## config.mk

```make
export PLATFORM = sky130hd
export DESIGN_NAME = parity_rmw_engine
export DESIGN_NICKNAME = d
export VERILOG_FILES = /design/src/rtl/prw_pkg.sv /design/src/rtl/prw_datapath.sv /design/src/rtl/prw_ctrl.sv /design/src/rtl/parity_rmw_engine.sv
export SDC_FILE = /design/constraint.sdc
export NUM_CORES = 1
export LEC_CHECK = 0
export BUFFER_PORTS_ARGS = -buffer_cell sky130_fd_sc_hd__buf_4
export CAP_MARGIN = 20
export CORE_MARGIN = 8
export CORE_UTILIZATION = 24
export DETAILED_ROUTE_END_ITERATION = 16
export GPL_ROUTABILITY_DRIVEN = 1
export GPL_TIMING_DRIVEN = 0
export PLACE_DENSITY_LB_ADDON = 0.1
export SLEW_MARGIN = 30
export SYNTH_ARGS = -nofsm -noshare
export SYNTH_HDL_FRONTEND = slang
export SYNTH_SLANG_ARGS = --single-unit
export TNS_END_PERCENT = 5
```

## constraint.sdc

```tcl
create_clock -name clk -period 5.8 [get_ports clk]
set_input_delay 0.29 -clock clk [delete_from_list [all_inputs] [get_ports clk]]
set_output_delay 0.29 -clock clk [all_outputs]
set_load 0.05 [all_outputs]
```

## src/rtl/prw_pkg.sv

```systemverilog
package prw_pkg;
  localparam int DISK_COUNT = 5;
  localparam int SLOTS_PER_ROW = DISK_COUNT - 1;

  typedef struct packed {
    logic latchReq;
    logic loadNew;
    logic accInit;
    logic accFold;
    logic selParity;
    logic cntInc;
  } prwStrobe_t;
endpackage

```

## src/rtl/prw_datapath.sv

```systemverilog
module prw_datapath
  import prw_pkg::*;
#(
  parameter int WORD_W      = 32,
  parameter int BLOCK_WORDS = 8,
  parameter int LBA_W       = 16
) (
  input  logic                clk,
  input  logic                rstN,
  input  prwStrobe_t          strb,
  input  logic [LBA_W-1:0]    reqLba,
  input  logic [WORD_W-1:0]   hostData,
  input  logic [WORD_W-1:0]   rdData,
  output logic                cntLast,
  output logic [2:0]          cmdDisk,
  output logic [LBA_W-3:0]    cmdRow,
  output logic [WORD_W-1:0]   wrData
);
  localparam int IDX_W = (BLOCK_WORDS > 1) ? $clog2(BLOCK_WORDS) : 1;
  localparam int ROW_W = LBA_W - 2;

  logic [IDX_W-1:0]  cnt;
  logic [ROW_W-1:0]  rowQ;
  logic [1:0]        slotQ;
  logic [WORD_W-1:0] newBuf [BLOCK_WORDS];
  logic [WORD_W-1:0] accBuf [BLOCK_WORDS];
  logic [2:0]        rowMod;
  logic [2:0]        parityDisk;
  logic [2:0]        dataDisk;
  logic [2:0]        slotWide;

  assign cntLast = (cnt == IDX_W'(BLOCK_WORDS - 1));

  always_ff @(posedge clk) begin
    if (!rstN) begin
      cnt   <= '0;
      rowQ  <= '0;
      slotQ <= '0;
    end else if (strb.latchReq) begin
      rowQ  <= reqLba[LBA_W-1:2];
      slotQ <= reqLba[1:0];
      cnt   <= '0;
    end else if (strb.cntInc) begin
      cnt <= cntLast ? '0 : cnt + IDX_W'(1);
    end
  end

  always_ff @(posedge clk) begin
    if (strb.loadNew) newBuf[cnt] <= hostData;
    if (strb.accInit)      accBuf[cnt] <= newBuf[cnt] ^ rdData;
    else if (strb.accFold) accBuf[cnt] <= accBuf[cnt] ^ rdData;
  end

  // Rotating placement: parity walks down from the last disk, row by row.
  assign rowMod     = 3'(rowQ % ROW_W'(DISK_COUNT));
  assign parityDisk = 3'(DISK_COUNT - 1) - rowMod;
  assign slotWide   = {1'b0, slotQ};
  assign dataDisk   = (slotWide < parityDisk) ? slotWide : slotWide + 3'd1;

  assign cmdDisk = strb.selParity ? parityDisk : dataDisk;
  assign cmdRow  = rowQ;
  assign wrData  = strb.selParity ? accBuf[cnt] : newBuf[cnt];
endmodule

```

## src/rtl/prw_ctrl.sv

```systemverilog
module prw_ctrl
  import prw_pkg::*;
(
  input  logic       clk,
  input  logic       rstN,
  input  logic       reqValid,
  input  logic       hostValid,
  input  logic       cmdReady,
  input  logic       rdValid,
  input  logic       wrReady,
  input  logic       wrAck,
  input  logic       cntLast,
  output prwStrobe_t strb,
  output logic       reqReady,
  output logic       hostReady,
  output logic       cmdValid,
  output logic       cmdWrite,
  output logic       wrValid,
  output logic       busy
);
  typedef enum logic [3:0] {
    IDLE, LOAD,
    RDD_CMD, RDD_DAT, RDP_CMD, RDP_DAT,
    WRD_CMD, WRD_DAT, WRD_ACK,
    WRP_CMD, WRP_DAT, WRP_ACK
  } state_t;

  state_t st, nxt;

  always_ff @(posedge clk) begin
    if (!rstN) st <= IDLE;
    else       st <= nxt;
  end

  always_comb begin
    nxt       = st;
    strb      = '0;
    reqReady  = 1'b0;
    hostReady = 1'b0;
    cmdValid  = 1'b0;
    cmdWrite  = 1'b0;
    wrValid   = 1'b0;
    unique case (st)
      IDLE: begin
        reqReady = 1'b1;
        if (reqValid) begin
          strb.latchReq = 1'b1;
          nxt = LOAD;
        end
      end
      LOAD: begin
        hostReady = 1'b1;
        if (hostValid) begin
          strb.loadNew = 1'b1;
          strb.cntInc  = 1'b1;
          if (cntLast) nxt = RDD_CMD;
        end
      end
      RDD_CMD: begin
        cmdValid = 1'b1;
        if (cmdReady) nxt = RDD_DAT;
      end
      RDD_DAT: begin
        if (rdValid) begin
          strb.accInit = 1'b1;
          strb.cntInc  = 1'b1;
          if (cntLast) nxt = RDP_CMD;
        end
      end
      RDP_CMD: begin
        strb.selParity = 1'b1;
        cmdValid = 1'b1;
        if (cmdReady) nxt = RDP_DAT;
      end
      RDP_DAT: begin
        strb.selParity = 1'b1;
        if (rdValid) begin
          strb.accFold = 1'b1;
          strb.cntInc  = 1'b1;
          if (cntLast) nxt = WRD_CMD;
        end
      end
      WRD_CMD: begin
        cmdValid = 1'b1;
        cmdWrite = 1'b1;
        if (cmdReady) nxt = WRD_DAT;
      end
      WRD_DAT: begin
        wrValid = 1'b1;
        if (wrReady) begin
          strb.cntInc = 1'b1;
          if (cntLast) nxt = WRD_ACK;
        end
      end
      WRD_ACK: if (wrAck) nxt = WRP_CMD;
      WRP_CMD: begin
        strb.selParity = 1'b1;
        cmdValid = 1'b1;
        cmdWrite = 1'b1;
        if (cmdReady) nxt = WRP_DAT;
      end
      WRP_DAT: begin
        strb.selParity = 1'b1;
        wrValid = 1'b1;
        if (wrReady) begin
          strb.cntInc = 1'b1;
          if (cntLast) nxt = WRP_ACK;
        end
      end
      WRP_ACK: begin
        strb.selParity = 1'b1;
        if (wrAck) nxt = IDLE;
      end
      default: nxt = IDLE;
    endcase
  end

  assign busy = (st != IDLE);
endmodule

```

## src/rtl/parity_rmw_engine.sv

```systemverilog
module parity_rmw_engine
  import prw_pkg::*;
#(
  parameter int WORD_W      = 32,
  parameter int BLOCK_WORDS = 8,
  parameter int LBA_W       = 16
) (
  input  logic              clk,
  input  logic              rstN,
  input  logic              reqValid,
  output logic              reqReady,
  input  logic [LBA_W-1:0]  reqLba,
  input  logic              hostValid,
  output logic              hostReady,
  input  logic [WORD_W-1:0] hostData,
  output logic              busy,
  output logic              cmdValid,
  input  logic              cmdReady,
  output logic              cmdWrite,
  output logic [2:0]        cmdDisk,
  output logic [LBA_W-3:0]  cmdRow,
  input  logic              rdValid,
  input  logic [WORD_W-1:0] rdData,
  output logic              wrValid,
  input  logic              wrReady,
  output logic [WORD_W-1:0] wrData,
  input  logic              wrAck
);
  prwStrobe_t strb;
  logic       cntLast;

  prw_ctrl u_ctrl (
    .clk(clk), .rstN(rstN),
    .reqValid(reqValid), .hostValid(hostValid), .cmdReady(cmdReady),
    .rdValid(rdValid), .wrReady(wrReady), .wrAck(wrAck), .cntLast(cntLast),
    .strb(strb), .reqReady(reqReady), .hostReady(hostReady),
    .cmdValid(cmdValid), .cmdWrite(cmdWrite), .wrValid(wrValid), .busy(busy)
  );

  prw_datapath #(.WORD_W(WORD_W), .BLOCK_WORDS(BLOCK_WORDS), .LBA_W(LBA_W)) u_dp (
    .clk(clk), .rstN(rstN), .strb(strb), .reqLba(reqLba),
    .hostData(hostData), .rdData(rdData), .cntLast(cntLast),
    .cmdDisk(cmdDisk), .cmdRow(cmdRow), .wrData(wrData)
  );
endmodule

```

# After elaboration in Yosys (flattened, before gate mapping)
# Memories as Yosys holds them, arrays and structs flattened. A register that Yosys moved wholly into a read port is not among the register bits.
# Cells that the tools add are included.
# word_totals
ff_bits	23
mem_bits_rw	512
inputBits	88
output_inout_bits	55
elab_cells	102
memories	2
# memory_table
name	depth	word_bits	rd	rd_clocked_by_memory_dff	write_ports	line	rtl
u_dp.accBuf	8	32	1	1	1	prw_datapath.sv:26	logic [WORD_W-1:0] accBuf [BLOCK_WORDS];
u_dp.newBuf	8	32	1	1	1	prw_datapath.sv:25	logic [WORD_W-1:0] newBuf [BLOCK_WORDS];
# op_classes
add_sub_neg	3
div_mod_pow	1
n_lt_le_gt_ge	1
eq_ne	29
muxes	49
bitwise_logic	4
n_reduce_logical	9
# ops
cell	n
$mux 4	17
$mux 32	2
$xor 32x32->32	2
$pmux 4 s12	1
$ne 2x2->1 const B	12
$mux 1	21
$mux 3	7
$reduce_and 17->1	1
$eq 4x3->1 const B	4
$eq 4x4->1 const B	4
$mod 14x3->14 const B	1
$ne 2x1->1 const B	5
$eq 4x2->1 const B	2
$reduce_or 2->1	4
$reduce_or 5->1	1
$eq 4x1->1 const B	1
$logic_not 4->1	1
$reduce_bool 4->1	1
$reduce_or 4->1	1
$add 2x1->3 const B	1
$add 3x1->3 const B	1
$eq 3x3->1 const B	1
$lt 2x3->1	1
$pmux 1 s3	1
3 further kinds	3

# Longest topological paths before layout
# depth
word_depth	6
ltp_mapped	28
ltp_nobuf	24

# Cells and area by module
# A second synthesis with hierarchy kept.
# hier_totals
cells_unflattened	1322
hier_area_um2	23087.1
# by_module_without_submodules
mod	n_inst	cells_each	area_each_um2
prw_datapath	1	1241	22464.0
prw_ctrl	1	81	623.1

# Worst setup path after synthesis
# OpenSTA, ideal clock, no wires.
# synth_timing
kind	reg2out
start	register u_dp.rowQ[13] (netlist: u_dp.cmdRow[13])
end	output cmdDisk[0]
t_arrival_ns	7.005
t_required_ns	5.510
path_slack_ns	-1.495
path_stages_with_launch	27
n_path_buf	4
path_cell_list	dfxtp_1 buf_6 buf_4 a21oi_1 o41a_1 or4_1 a21oi_2 a211oi_2 or2_1 buf_6 o211a_1 a211oi_1 or2_2 clkbuf_1 and3b_1 ha_1 inv_1 or3_1 nor4_1 a311o_1 mux2i_1 xnor2_1 ha_1 or4_1 o211ai_1 nor4_1 a211oi_1
# synth_between
elab_chain_cells	5
# synth_rtl
item	line	rtl
start: declaration	prw_datapath.sv:23	logic [ROW_W-1:0] rowQ;
start signal: assignment	prw_datapath.sv:40	rowQ <= reqLba[LBA_W-1:2];
$mod 14x3->14 (*)	prw_datapath.sv:55	assign rowMod = 3'(rowQ % ROW_W'(DISK_COUNT));
$sub 3x3->3 (*)	prw_datapath.sv:56	assign parityDisk = 3'(DISK_COUNT - 1) - rowMod;
$lt 2x3->1	prw_datapath.sv:58	assign dataDisk = (slotWide < parityDisk) ? slotWide : slotWide + 3'd1;
$mux 3	prw_datapath.sv:58	
$mux 3 (*)	prw_datapath.sv:60	assign cmdDisk = strb.selParity ? parityDisk : dataDisk;
end: declaration	parity_rmw_engine.sv:20	output logic [2:0] cmdDisk,
# Mark *: on every way between the ends. The rest lies on a longest branch, timed or not.

# Worst setup path in the final report
# layout_timing
start	register u_dp.rowQ[13] (netlist: u_dp.cmdRow[13])
end	output cmdDisk[1]
# Same word-level chain as after synthesis.

==> results.rst <==
.. list-table::
   :header-rows: 1

   * - Metric
     - Value
   * - Worst-margin pin slew
     - 984.3 ps
   * - Most frequent cells in the layout
     - 512 x sky130_fd_sc_hd__edfxtp_1, 200 x sky130_fd_sc_hd__buf_4, 128 x sky130_fd_sc_hd__mux4_2
   * - Number of standard cells after synthesis
     - 1,322
   * - Die X-Extent
     - 325.0 um
   * - Fraction of the yosys area taken by sequential cells
     - 69.36%
   * - Wire length of the first global-routing pass
     - 99.40 mm
   * - Type of the worst setup path
     - flip-flop to output pin
   * - Syn nets
     - 1,416
   * - Number of remaining DRC errors
     - 0
   * - Final critical-path share of the clock period
     - 120.6%
   * - Number of violations of the max-capacitance limit
     - 0
   * - Total power divided by cell area
     - 395.7 mW/mm2
   * - Max-slew violation count
     - 0
   * - Number of buffers on the longest clock path
     - 3
   * - Worst setup timing slack at the placement stage
     - -1332 ps
   * - Avg Inst Size Synth
     - 17.34 um2
   * - Post-layout worst setup margin
     - -1196 ps
   * - Shortest period the worst path allows
     - 6996 ps
   * - Ports
     - 143
   * - Total clock buffers created by CTS
     - 66
   * - Setup_tns
     - -3392 ps
   * - Leak pwr
     - 9.498 nW
   * - Failing checks
     - setup timing
   * - Final design area excluding fillers
     - 0.03005 mm2
   * - Share of the core filled with cells in the final layout
     - 31.67%
   * - Count of yosys warnings during synthesis
     - 0
   * - Signed area change from the synthesized netlist to the final layout
     - 31.11%
   * - Sum of overflow across all layers after global routing
     - 0
   * - DRC marker count from the first detailed-route iteration
     - 848
   * - Die Area
     - 0.1056 mm2
   * - Netlist Area Pre-Place
     - 0.02292 mm2
   * - Total placed instance area
     - 0.02673 mm2
   * - Area of the core
     - 0.09487 mm2
   * - Number of levels in the clock H-tree
     - 3
   * - Post-detailed-route count of antenna-violating nets
     - 0
   * - Detailed-route via count
     - 13,330
   * - Critical Path Source Type
     - flip-flop
   * - Count of cell types in the netlist
     - 92
   * - Count of buffers inserted at the top-level ports
     - 142
   * - Total length of routed wires
     - 68.15 mm
   * - Gpl congestion
     - 0.7463
   * - Final Power
     - 11.89 mW
   * - Via count of the first global-routing pass
     - 14,120
   * - Clock latency at the later pin of the worst-skew pair
     - 610 ps
   * - Crit end category
     - output pin
   * - Unrepaired setup endpoints after global routing
     - yes
   * - Number of enable-type register cells in the synthesized netlist
     - 512
   * - Die extent in y
     - 325.0 um
   * - Sink Count
     - 538
   * - Share of async-settable or async-resettable flops after synthesis
     - 0%
   * - Number of vias per cell after detailed routing
     - 4.457
   * - IR Drop Worst-Case VDD
     - 263.3 uV
   * - Clock root cell
     - sky130_fd_sc_hd__clkbuf_16
   * - Outcome
     - finished with violations
   * - Required time worst endpoint
     - 5510 ps
   * - Initial antenna violation count
     - 9
   * - Endpoints failing setup
     - 3
   * - Slowest cell on the critical path
     - sky130_fd_sc_hd__or3b_2
   * - Top delay family on crit path
     - simple AND/OR/NAND/NOR gates
   * - Total of flip-flops plus latches after synthesis
     - 538
   * - Hold Fails Final Rpt
     - 0
   * - Prevailing post-synth register cell
     - sky130_fd_sc_hd__edfxtp_1
   * - Layout Skew
     - 29.10 ps
   * - Maximum fanout along the worst path
     - 7
   * - Slew headroom
     - 33.94%
   * - Clock slew at the register clock pins of the worst setup and hold paths
     - 60 ps
   * - HPWL after detailed placement
     - 48.73 mm
   * - Count of TritonRoute iterations in the first routing pass
     - 7
   * - Upper clock frequency limit
     - 0.1429 GHz
   * - Largest net degree at the start of global routing
     - 16
   * - WL per Instance
     - 22.79 um
   * - Arrival time of the worst setup path
     - 6710 ps
   * - CTS tree
     - yes
   * - Worst Path Buf+Inv
     - 5
   * - Net count reported at finish
     - 1,759
   * - Most common cell after layout, fill and taps aside
     - sky130_fd_sc_hd__edfxtp_1
   * - Worst path max stage delay
     - 430 ps
   * - Overall track demand over capacity in global routing
     - 12.65%
   * - Starting Density
     - 24.16%
   * - Path class of the lowest-slack min-delay path
     - input pin to flip-flop
   * - Placement row count
     - 113
   * - Share of final-layout standard cells stronger than drive strength 1
     - 35.47%
## what timing repair did
| action | CTS | global route |
|---|---|---|
| endpoints found under the setup margin | 3 | 3 |
| hold buffers | 49 | 0 |
| hold endpoints to repair | 273 | 0 |
| gates resized for setup | 62 | 7 |
| buffers inserted | 32 | 1 |
| pin swaps | 44 | 3 |
## power breakdown
| group | total, mW | switching [mW] | internal [mW] |
|---|---|---|---|
| Clock | 4.17 | 1.64 | 2.53 |
| Combinational | 3.28 | 1.95 | 1.32 |
| Sequential | 4.44 | 0.0385 | 4.40 |
| Total | 11.9 | 3.64 | 8.25 |
## cells by family after synthesis
group | count (synthesis) | synth area share [%]
AO/OA/AOI/OAI | 192 | 5.787
XOR/XNOR | 40 | 1.529
adder cells (fa/ha/maj) | 8 | 0.4204
buffers and inverters | 94 | 1.747
flip-flops | 538 | 69.36
multiplexers | 197 | 15.77
AND/OR/NAND/NOR | 253 | 5.389
## routing by layer
layer	GRT usage, %	share of wire (%)	vias to the layer above	wire length (um)
li1	-	-	6034	-
met3	2.509	3.8	82	2597
met2	21.08	48	229	33020
met1	16.83	46	6983	31210
met4	3.178	1.9	4	1300
met5	0	0.038	-	26
## cell usage after synthesis (5+ instances only)
cell type,count,area (um2)
sky130_fd_sc_hd__ha_1,6,75.07
sky130_fd_sc_hd__or3_1,5,31.28
sky130_fd_sc_hd__nor4_1,5,31.28
sky130_fd_sc_hd__nand2_1,93,349.1
sky130_fd_sc_hd__nor3_1,14,70.07
sky130_fd_sc_hd__o211a_1,5,50.05
sky130_fd_sc_hd__nand3_1,5,25.02
sky130_fd_sc_hd__a21boi_0,19,142.6
sky130_fd_sc_hd__nor2_1,69,259.0
sky130_fd_sc_hd__edfxtp_1,512,15370
sky130_fd_sc_hd__a21oi_1,43,215.2
sky130_fd_sc_hd__mux4_2,128,2883
sky130_fd_sc_hd__a211oi_1,10,75.07
sky130_fd_sc_hd__mux2_2,32,360.4
sky130_fd_sc_hd__inv_1,14,52.55
sky130_fd_sc_hd__clkbuf_1,47,176.4
sky130_fd_sc_hd__xnor2_1,38,332.8
sky130_fd_sc_hd__buf_2,5,25.02
sky130_fd_sc_hd__dfxtp_1,26,520.5
sky130_fd_sc_hd__buf_1,19,71.32
sky130_fd_sc_hd__o22ai_1,5,31.28
sky130_fd_sc_hd__o21ai_0,48,240.2
sky130_fd_sc_hd__mux2i_1,37,370.4
sky130_fd_sc_hd__nor2b_1,9,56.30
sky130_fd_sc_hd__nand3b_1,6,45.04
## metrics by stage
stage	hold slack, ps	std cells
floorplan	388.9	1322
global placement	517.2	2729
detailed placement	518.3	2781
CTS	120.9	2981
global route	155.5	2986
finish	165.7	2991
## flip-flops by register name, summed over array words and instances, names as in the netlist, named ones only
| signal | flops |
|---|---|
| u_ctrl.st | 4 |
| u_dp.accBuf | 256 |
| u_dp.cmdRow | 14 |
| u_dp.cnt | 3 |
| u_dp.newBuf | 256 |
| u_dp.slotQ | 2 |
## worst paths after layout
kind                        end             from  slack (ps)  cells after the start
max                  cmdDisk[1]  u_dp.cmdRow[13]       -1200                     27
min          u_dp.accBuf[7][23]       rdData[23]         170                      2
max reg2reg   u_dp.accBuf[6][4]        flip-flop        2490                      7
min reg2reg       u_dp.slotQ[1]    u_dp.slotQ[1]         520                      2
## worst register-to-register path, cell delays in order, from the launching register on
cell	delay [ps]
sky130_fd_sc_hd__dfxtp_1	320
sky130_fd_sc_hd__clkbuf_1	630
sky130_fd_sc_hd__clkbuf_1	800
sky130_fd_sc_hd__mux4_2	390
sky130_fd_sc_hd__mux2i_1	90
sky130_fd_sc_hd__nand2_1	80
sky130_fd_sc_hd__o21ai_0	110
sky130_fd_sc_hd__xnor2_1	590
## final cells by class
cell class	count	area, um2
fillers	9253	64820
clock inverters	44	490.5
well taps	1265	1583
flip-flops and latches	538	15920
plain buffers	77	389.1
diodes	9	22.52
clock buffers	76	1740
multi-input cells	690	7136
repair buffers	276	2701
inverters	16	66.31
Power figures use the tool's default switching activity.
